**src/rtl/ssc_pkg.sv**
```systemverilog
package ssc_pkg;

  typedef enum logic [2:0] {
    ST_IDLE    = 3'd0,
    ST_RUN     = 3'd1,
    ST_BLOCK   = 3'd2,
    ST_UNBLOCK = 3'd3,
    ST_SQUASH  = 3'd4
  } stageState_e;

  // Strobes from control to the skid datapath
  typedef struct packed {
    logic push;
    logic pop;
    logic clear;
    logic selSkid;
  } skidCmd_t;

endpackage

```
**src/rtl/ssc_skid.sv**
```systemverilog
module ssc_skid
  import ssc_pkg::*;
#(
  parameter int DEPTH    = 4,
  parameter int BUNDLE_W = 16,
  localparam int PTRW    = (DEPTH > 1) ? $clog2(DEPTH) : 1,
  localparam int CNTW    = $clog2(DEPTH + 1)
) (
  input  logic                clk,
  input  logic                rstN,
  input  skidCmd_t            cmd,
  input  logic [BUNDLE_W-1:0] upBundle,
  output logic [CNTW-1:0]     skidCount,
  output logic [BUNDLE_W-1:0] issueBundle,
  output logic                overflowErr
);

  logic [BUNDLE_W-1:0] mem [DEPTH];
  logic [PTRW-1:0]     rdPtr, wrPtr;
  logic                isFull, pushEff, popEff, dropPush;

  assign isFull   = (skidCount == CNTW'(DEPTH));
  assign popEff   = cmd.pop && (skidCount != '0);
  assign pushEff  = cmd.push && (!isFull || popEff);
  assign dropPush = cmd.push && isFull && !popEff;

  function automatic logic [PTRW-1:0] bump(input logic [PTRW-1:0] p);
    return (p == PTRW'(DEPTH - 1)) ? '0 : p + PTRW'(1);
  endfunction

  always_ff @(posedge clk) begin
    if (!rstN || cmd.clear) begin
      rdPtr     <= '0;
      wrPtr     <= '0;
      skidCount <= '0;
    end else begin
      if (pushEff) wrPtr <= bump(wrPtr);
      if (popEff)  rdPtr <= bump(rdPtr);
      case ({pushEff, popEff})
        2'b10:   skidCount <= skidCount + CNTW'(1);
        2'b01:   skidCount <= skidCount - CNTW'(1);
        default: skidCount <= skidCount;
      endcase
    end
  end

  generate
    for (genvar i = 0; i < DEPTH; i++) begin : g_slot
      always_ff @(posedge clk) begin
        if (!rstN) mem[i] <= '0;
        else if (pushEff && !cmd.clear && wrPtr == PTRW'(i)) mem[i] <= upBundle;
      end
    end
  endgenerate

  always_ff @(posedge clk) begin
    if (!rstN)         overflowErr <= 1'b0;
    else if (dropPush) overflowErr <= 1'b1;
  end

  assign issueBundle = cmd.selSkid ? mem[rdPtr] : upBundle;


  overflow_sticky_chk: assert property (@(posedge clk) disable iff (!rstN)
    overflowErr |=> overflowErr);


  clear_empties_chk: assert property (@(posedge clk) disable iff (!rstN)
    cmd.clear |=> (skidCount == '0));


  pop_count_chk: assert property (@(posedge clk) disable iff (!rstN)
    (popEff && !cmd.push && !cmd.clear) |=> (skidCount == $past(skidCount) - CNTW'(1)));


  count_bound_chk: assert property (@(posedge clk) disable iff (!rstN)
    skidCount <= CNTW'(DEPTH));

endmodule

```
**src/rtl/ssc_control.sv**
```systemverilog
module ssc_control
  import ssc_pkg::*;
#(
  parameter int DEPTH = 4,
  localparam int CNTW = $clog2(DEPTH + 1)
) (
  input  logic            clk,
  input  logic            rstN,
  input  logic            upValid,
  input  logic            dnStall,
  input  logic            dnSquash,
  input  logic            dnRobSquash,
  input  logic            iqFull,
  input  logic [CNTW-1:0] skidCount,
  output skidCmd_t        cmd,
  output logic            upStall,
  output logic            runEn,
  output logic            issueValid,
  output stageState_e     state
);

  stageState_e nextState;
  logic anySquash, runElig, drainMode, haveWork;

  assign anySquash = dnSquash || dnRobSquash;
  assign runElig   = (state == ST_IDLE) || (state == ST_RUN) || (state == ST_UNBLOCK);
  assign drainMode = (state == ST_UNBLOCK) && (skidCount != '0);
  assign haveWork  = drainMode || upValid;
  assign runEn     = runElig;

  always_comb begin
    nextState  = state;
    cmd        = '0;
    upStall    = 1'b0;
    issueValid = 1'b0;
    case (state)
      ST_IDLE, ST_RUN, ST_UNBLOCK: begin
        if (dnStall) begin
          nextState = ST_BLOCK;
          upStall   = 1'b1;
          cmd.push  = upValid;
        end else if (anySquash) begin
          nextState = ST_SQUASH;
          cmd.clear = 1'b1;
        end else if (iqFull && haveWork) begin
          nextState = ST_BLOCK;
          upStall   = 1'b1;
          cmd.push  = upValid;
        end else if (drainMode) begin
          cmd.pop     = 1'b1;
          cmd.selSkid = 1'b1;
          cmd.push    = upValid;
          issueValid  = 1'b1;
          upStall     = (skidCount > CNTW'(1));
          nextState   = (skidCount == CNTW'(1) && !upValid) ? ST_RUN : ST_UNBLOCK;
        end else begin
          issueValid = upValid;
          if (upValid || state == ST_UNBLOCK) nextState = ST_RUN;
        end
      end
      ST_BLOCK: begin
        upStall = 1'b1;
        if (anySquash) begin
          nextState = ST_SQUASH;
          cmd.clear = 1'b1;
        end else begin
          cmd.push = upValid;
          if (!dnStall && !iqFull) nextState = ST_UNBLOCK;
        end
      end
      ST_SQUASH: begin
        if (!anySquash) nextState = ST_RUN;
      end
      default: nextState = ST_IDLE;
    endcase
  end

  always_ff @(posedge clk) begin
    if (!rstN) state <= ST_IDLE;
    else       state <= nextState;
  end


  stall_blocks_chk: assert property (@(posedge clk) disable iff (!rstN)
    (runElig && dnStall) |=> (state == ST_BLOCK));


  squash_enter_chk: assert property (@(posedge clk) disable iff (!rstN)
    ((runElig || state == ST_BLOCK) && anySquash && !dnStall) |=> (state == ST_SQUASH));


  squash_hold_chk: assert property (@(posedge clk) disable iff (!rstN)
    (state == ST_SQUASH && anySquash) |=> (state == ST_SQUASH));


  no_issue_idle_chk: assert property (@(posedge clk) disable iff (!rstN)
    !runEn |-> !issueValid);


  block_stall_chk: assert property (@(posedge clk) disable iff (!rstN)
    (state == ST_BLOCK && !anySquash && !dnStall && !iqFull) |=> (state == ST_UNBLOCK));

endmodule

```
**src/rtl/stall_squash_ctrl.sv**
```systemverilog
module stall_squash_ctrl
  import ssc_pkg::*;
#(
  parameter int DEPTH    = 4,
  parameter int BUNDLE_W = 16
) (
  input  logic                clk,
  input  logic                rstN,
  input  logic                upValid,
  input  logic [BUNDLE_W-1:0] upBundle,
  input  logic                dnStall,
  input  logic                dnSquash,
  input  logic                dnRobSquash,
  input  logic                iqFull,
  output logic                upStall,
  output logic                runEn,
  output logic                issueValid,
  output logic [BUNDLE_W-1:0] issueBundle,
  output logic [2:0]          status,
  output logic                overflowErr
);

  localparam int CNTW = $clog2(DEPTH + 1);

  skidCmd_t        cmd;
  logic [CNTW-1:0] skidCount;
  stageState_e     state;

  ssc_control #(.DEPTH(DEPTH)) u_ctrl (
    .clk(clk), .rstN(rstN), .upValid(upValid), .dnStall(dnStall),
    .dnSquash(dnSquash), .dnRobSquash(dnRobSquash), .iqFull(iqFull),
    .skidCount(skidCount), .cmd(cmd), .upStall(upStall), .runEn(runEn),
    .issueValid(issueValid), .state(state)
  );

  ssc_skid #(.DEPTH(DEPTH), .BUNDLE_W(BUNDLE_W)) u_skid (
    .clk(clk), .rstN(rstN), .cmd(cmd), .upBundle(upBundle),
    .skidCount(skidCount), .issueBundle(issueBundle), .overflowErr(overflowErr)
  );

  assign status = state;

endmodule

```
**config.mk**
```make
export PLATFORM = sky130hd
export DESIGN_NAME = stall_squash_ctrl
export DESIGN_NICKNAME = d
export VERILOG_FILES = /design/src/rtl/ssc_pkg.sv /design/src/rtl/ssc_skid.sv /design/src/rtl/ssc_control.sv /design/src/rtl/stall_squash_ctrl.sv
export SDC_FILE = /design/constraint.sdc
export NUM_CORES = 1
export LEC_CHECK = 0
export ABC_CLOCK_PERIOD_IN_PS = 4200
export BUFFER_PORTS_ARGS = -buffer_cell sky130_fd_sc_hd__buf_2
export CELL_PAD_IN_SITES_DETAIL_PLACEMENT = 0
export CELL_PAD_IN_SITES_GLOBAL_PLACEMENT = 1
export CORE_MARGIN = 4
export CORE_UTILIZATION = 45
export DETAILED_ROUTE_END_ITERATION = 7
export HOLD_SLACK_MARGIN = 0.15
export PLACE_DENSITY = 0.86
export SLEW_MARGIN = 30
export SYNTH_ARGS = -nofsm -noshare
export SYNTH_HDL_FRONTEND = slang
export SYNTH_HIERARCHICAL = 1
export SYNTH_SLANG_ARGS = --single-unit
```
**constraint.sdc**
```tcl
create_clock -name clk -period 4.2 [get_ports clk]
set_clock_uncertainty 0.15 [all_clocks]
set_input_delay 0.21 -clock clk [delete_from_list [all_inputs] [get_ports clk]]
set_output_delay 0.21 -clock clk [all_outputs]
set_load 0.02 [all_outputs]
```
* Word-level counts from Yosys, hierarchy flattened
Memories as Yosys holds them, arrays and structs flattened. A register that Yosys moved wholly into a read port is not among the register bits. Cells that the tools add are included.
Storage, ports and cells: bits in registers 11, RAM bits 64, bits of input ports 23, output and inout bits 23, logic and storage cells 121, memories kept 1
Memory list:
- u_skid.mem | depth 4, width 16, read ports 1, clocked after Yosys merged registers in 1, wr ports 4, line ssc_skid.sv:18 | logic [BUNDLE_W-1:0] mem [DEPTH];
Operators by class: add/subtract/negate cells 4, order comparisons 1, equality and inequality tests 15, multiplexer cells 58, bitwise gates (word level) 4, reduce and logical (&&, ||, !) cells 33
Operator list (count):
- 16-bit 2-to-1 mux | 5
- 1-bit 2-to-1 mux | 32
- 3-bit 2-to-1 mux | 9
- 2-bit 2-to-1 mux | 7
- 1-bit logical AND | 13
- 3-bit one-hot mux with 3 select lines | 1
- 2-bit == test (second input constant) | 4
- 1-bit zero test | 7
- 1-bit logical OR | 7
- 3-bit by 1-bit == test with 1-bit output (second input constant) | 2
- 3-bit by 2-bit == test with 1-bit output (second input constant) | 2
- 3-bit == test (second input constant) | 2
- 6-bit by 2-bit != test with 1-bit output (second input constant) | 1
- 1-bit one-hot mux with 2 select lines | 3
- 3-bit one-hot mux with 2 select lines | 1
- 2-bit by 1-bit adder with 2-bit output (second input constant) | 2
- 2-bit by 1-bit == test with 1-bit output (second input constant) | 2
- 1-bit bitwise OR | 4
- 3-bit by 1-bit adder with 3-bit output (second input constant) | 1
- 3-bit by 1-bit greater-than comparator with 1-bit output (second input constant) | 1
- 3-bit zero test | 1
- 3-bit by 1-bit != test with 1-bit output (second input constant) | 1
- 3-bit AND reduction | 1
- 3-bit nonzero test | 1
- 5 further kinds | 5

* Longest topological paths before layout
depth in word-level cells 17, gate-level depth with buffers 13, gate-level depth less buffers 11

* By module
Netlist, hierarchy kept.
By module, submodules not included:
- ssc_skid | instances 1, cells each 234, area an instance 3629.7 sq um, seq. area each 2122.0 sq um
- ssc_control | instances 1, cells each 49, area an instance 341.6 sq um, seq. area each 60.1 sq um

* Least setup slack after synthesis
Ideal clock, no wire load.
path type register to register, start register u_ctrl.state[2], end memory u_skid.mem[0][0] (enable), setup time 0.411 ns, arrival 2.917 ns, data required time 3.639 ns, slack 0.722 ns, stages on the path, launching flop included 7, path buffers 1, clock period less this slack 3.478 ns, path through dfxtp_1 or4_4 nor4b_1 buf_4 or4b_2 nand2_1 o21ai_0
RTL lines:
- start: declaration | line ssc_control.sv:19 | output stageState_e state
- start signal: assignment | line ssc_control.sv:80 | else state <= nextState;
- end: declaration | line ssc_skid.sv:18

* Worst setup path after layout
start input dnSquash, end register u_skid.skidCount[2]
On the way: cells in the longest elaborated chain, start to end 9, elaborated cells on any way between the ends 17, those cells by class eq/ne (2); mux (9); reduce/logical (6)
Ends and longest elaborated chain:
- start: declaration | line stall_squash_ctrl.sv:12 | input logic dnSquash,
- 1-bit logical OR * | line ssc_control.sv:25 | assign anySquash = dnSquash || dnRobSquash;
- 2-bit 2-to-1 mux * | line ssc_control.sv:42 | end else if (anySquash) begin
- 3-bit 2-to-1 mux * | line ssc_control.sv:38 | if (dnStall) begin
- 1-bit 2-to-1 mux * | line ssc_control.sv:36 | case (state)
- 1-bit logical AND * | line ssc_skid.sv:23 | assign popEff = cmd.pop && (skidCount != '0);
- via u_skid.popEff | line ssc_skid.sv:20 | logic isFull, pushEff, popEff, dropPush;
- 1-bit logical OR | line ssc_skid.sv:24 | assign pushEff = cmd.push && (!isFull || popEff);
- 1-bit logical AND | line ssc_skid.sv:24
- 2-bit by 1-bit == test with 1-bit output / 2-bit == test (equally long branches) | line ssc_skid.sv:39 | case ({pushEff, popEff})
- 3-bit one-hot mux with 2 select lines / 2-bit nonzero test (equally long branches)
- end signal: assignment | line ssc_skid.sv:40 | 2'b10: skidCount <= skidCount + CNTW'(1);
- end signal: assignment | line ssc_skid.sv:41 | 2'b01: skidCount <= skidCount - CNTW'(1);
- end signal: assignment | line ssc_skid.sv:42 | default: skidCount <= skidCount;
- end: declaration | line ssc_skid.sv:13 | output logic [CNTW-1:0] skidCount,
The timed path passes the listed nets; every way through them passes the cells marked *. A chain may end at the register's enable or synchronous reset.

==> summary.txt <==
vias in the first global route -> 2,607
register share of total power -> 55.3%
Die Width -> 102 um
fin util -> 54.8%
maximum clock path buffer count -> 2
Layout Nets -> 388
register area share after synthesis -> 54.9%
Routed Wire Length -> 8.24 mm
# rows -> 34
first-pass GRT wire length -> 13.4 mm
Arr. time, crit path -> 3.54 ns
Synth Cell Area -> 0.00397 mm2
critical path fanouts, max -> 18
Syn. warnings -> 6
clock slew at reported path FFs -> 0.08 ns
post-synth net total -> 313
Required @ worst endpoint -> 4.31 ns
Sum Neg Setup Slack -> 0 ns
cell count after placement -> 432
Initial Util -> 46.0%
Worst Hold Class -> input port to flip-flop
DRT antenna net count -> 0
outcome -> finished, final reports clean
Total Routing Usage GR -> 16.9%
RSZ-0062 raised after global routing -> false
Num CTS Buffers -> 9
R2R cell count -> 11
ys flop type -> edfxtp_1
H-tree Lvls -> 3
I/O Buffers -> 45
hold path depth -> 3
DIE AREA -> 0.0104 mm2
Yosys cell types -> 47
Core Box Area -> 0.00864 mm2
Clk pwr share -> 33.6%
CTS tree -> done
worst hold margin -> 0.161 ns
endpoints failing hold -> 0
Yosys reg bits -> 77
Worst Hold Endpoint -> u_ctrl/state[0]$_SDFFE_PN0P_
CP max-delay cell -> dlygate4sd3_1
largest net degree at the start of global routing -> 19
Final min period -> 3.43 ns
async set or reset register ratio after synthesis -> 0%
VDD IR-drop max -> 0.000180 V
Cell Pwr Density -> 335 mW/mm2
Max-Cap Viols -> 0
Sw Share -> 23.8%
Comb power frac -> 11.1%
Pleak -> 1.77 nW
internal power consumption -> 1.21 mW
synthesized area per cell -> 14.0 um2
final setup vio count -> 0
layout cells sized above 1 -> 37.7%
GR Overflow Total -> 0
Critical Path, Cell by Cell -> dlygate4sd3_1, buf_2, or4_4, nor4b_2, buf_4, o31ai_1, inv_1, ha_1, inv_1, fa_1, xor2_1, or3_1, a21oi_1
clk sinks -> 77
crit-path max cell delay -> 0.54 ns
1st-iter DRT viols -> 144
CP Capture Type -> flip-flop
# diodes -> 0
Worst-Margin Slew -> 0.901 ns
GPL Wtd Cong -> 0.815
Net Switching -> 377 uW
Finished Layout Cells -> 471
drt wl/cell -> 17.5 um
worst r2r dst -> u_skid/skidCount[2]$_SDFFE_PP0P_
Max-slew headroom -> 39.7%
final instance area -> 0.00473 mm2
Startpoint Class -> input port
flop2flop setup slack -> 0.80 ns
Post-CTS Setup Bufs -> 0
Syn-to-layout area delta -> 19.1%
hpwl dp -> 5.25 mm
CP most frequent cell -> inv_1
number of flops mapped to enable cells by yosys -> 64
Mapped Cells -> 283
Crit Reg-Reg Startpoint -> u_ctrl/state[2]$_SDFFE_PN0P_
fin crit share -> 81.6%
dpl cell area -> 0.00432 mm2
Max Freq -> 292 MHz
critical path type -> input port to flip-flop
final slew viol count -> 0
drc violations -> 0
drt pass-1 iters -> 4
via count -> 2,476
I/O pin count -> 46
Worst-Skew Late Latency -> 0.33 ns
worst min-delay path startpoint -> iqFull
Root Buffer -> clkbuf_8
drt via density -> 5.26
die span in y -> 102 um
initial antenna violation count -> 0
[critical path, delay by kind of cell]
kind	cells	cell delay [ns]
AOI/OAI and AO/OA	2	0.34
xor gates and xnor gates	1	0.15
adders and majority gates	2	0.56
buffers and inverters	5	1.18
and+or+nand+nor	3	1.09
[layout make-up]
type,count,area (um2)
Clock inverter,5,51.3
Multi-Input combinational cell,185,1680
Tap cell,108,135
Clock buffer,11,131
Fill cell,731,3910
Timing Repair Buffer,77,523
Inverter,8,30.0
Sequential cell,77,2180
[per-layer routing]
| metal | up-vias | global-route usage [%] | routed length [um] |
|---|---|---|---|
| met5 | - | 0 | 0 |
| met2 | 60 | 29.1 | 4160 |
| met3 | 8 | 2.39 | 397 |
| met4 | 0 | 4.24 | 42 |
| met1 | 1206 | 22.7 | 3650 |
| li1 | 1202 | - | - |
[worst max path at each step]
stage | from | to | slack (ns) | cells after the start
2_1_floorplan | u_ctrl/state[2]$_SDFFE_PN0P_ | u_skid/mem[0][0]$_SDFFCE_PN0P_ | 0.72 | 6
3_3_place_gp | u_ctrl/state[2]$_SDFFE_PN0P_ | u_skid/skidCount[2]$_SDFFE_PP0P_ | 0.90 | 11
3_5_place_dp | u_ctrl/state[2]$_SDFFE_PN0P_ | u_skid/skidCount[2]$_SDFFE_PP0P_ | 0.80 | 11
4_1_cts | u_ctrl/state[2]$_SDFFE_PN0P_ | u_skid/skidCount[2]$_SDFFE_PP0P_ | 0.79 | 11
5_1_grt | u_ctrl/state[2]$_SDFFE_PN0P_ | u_skid/skidCount[2]$_SDFFE_PP0P_ | 0.56 | 11
6_report | dnSquash | u_skid/skidCount[2]$_SDFFE_PP0P_ | 0.77 | 13
[cell families after synthesis]
group / count (synthesis) / synth area share (%)
fa+ha+maj: 7 / 2.39
simple gates: 116 / 21.2
xor+xnor: 2 / 0.441
compound gates: 27 / 4.16
mux: 33 / 13.9
buf+inv: 21 / 3.02
flops: 77 / 54.9
[sequential cells by signal, indices dropped and copies added (netlist names), named ones only]
register / count
u_skid/mem: 64
u_ctrl/state: 3
u_skid/skidCount: 3
u_skid/rdPtr: 2
u_skid/wrPtr: 2
u_skid/overflowErr: 1
[per-stage QoR]
step	setup slack (ns)	total power, mW
after floorplan	0.722	0.990
after global placement	0.903	1.05
after detailed placement	0.797	1.05
after CTS	0.789	1.60
after global routing	0.562	1.66
final	0.771	1.59
[power by group through the flow]
stage	clock, mW	sequential [mW]	combinational, mW
final	0.533	0.877	0.176
after global routing	0.588	0.881	0.192
after CTS	0.546	0.877	0.178
after detailed placement	0	0.894	0.161
after global placement	0	0.892	0.158
after floorplan	0	0.890	0.0991
[what timing repair did]
action / 4_1_cts / 5_1_grt
setup endpoints to repair: 0 / 0
resized for setup: 0 / 0
hold buffers: 23 / 0
endpoints found under the hold margin: 68 / 0
[cell usage after synthesis, types with 4 or more instances]
| cell | instances | area share [%] |
|---|---|---|
| a21oi_1 | 8 | 1.0 |
| and2_1 | 38 | 6.0 |
| and2_2 | 12 | 2.3 |
| and2_4 | 15 | 3.3 |
| buf_6 | 4 | 1.1 |
| dfxtp_1 | 13 | 6.6 |
| edfxtp_1 | 64 | 48 |
| ha_1 | 6 | 1.9 |
| inv_1 | 8 | 0.76 |
| mux2_2 | 16 | 4.5 |
| mux4_2 | 16 | 9.1 |
| nand2_1 | 6 | 0.57 |
| nand2b_1 | 6 | 0.95 |
| nor2_1 | 10 | 0.95 |
| nor2b_1 | 4 | 0.63 |
| nor3_1 | 5 | 0.63 |
| nor4b_4 | 5 | 3.0 |
| o21ai_0 | 8 | 1.0 |
[cells in the final DEF (no fill, tap or decap), drive strengths merged, types with 4 or more instances in the layout]
cell,netlist,routed
ha,6,6
nand2,6,6
buf,10,54
dfxtp,13,13
clkbuf,3,11
a21oi,8,8
nor4b,6,6
mux2,16,16
nor3,5,5
nor2,10,10
nand2b,6,6
mux4,16,16
edfxtp,64,64
o21ai,9,9
inv,8,8
nor2b,4,4
dlygate4sd3,0,23
and2,65,65
No activity file was read; power rests on OpenSTA's default activity.
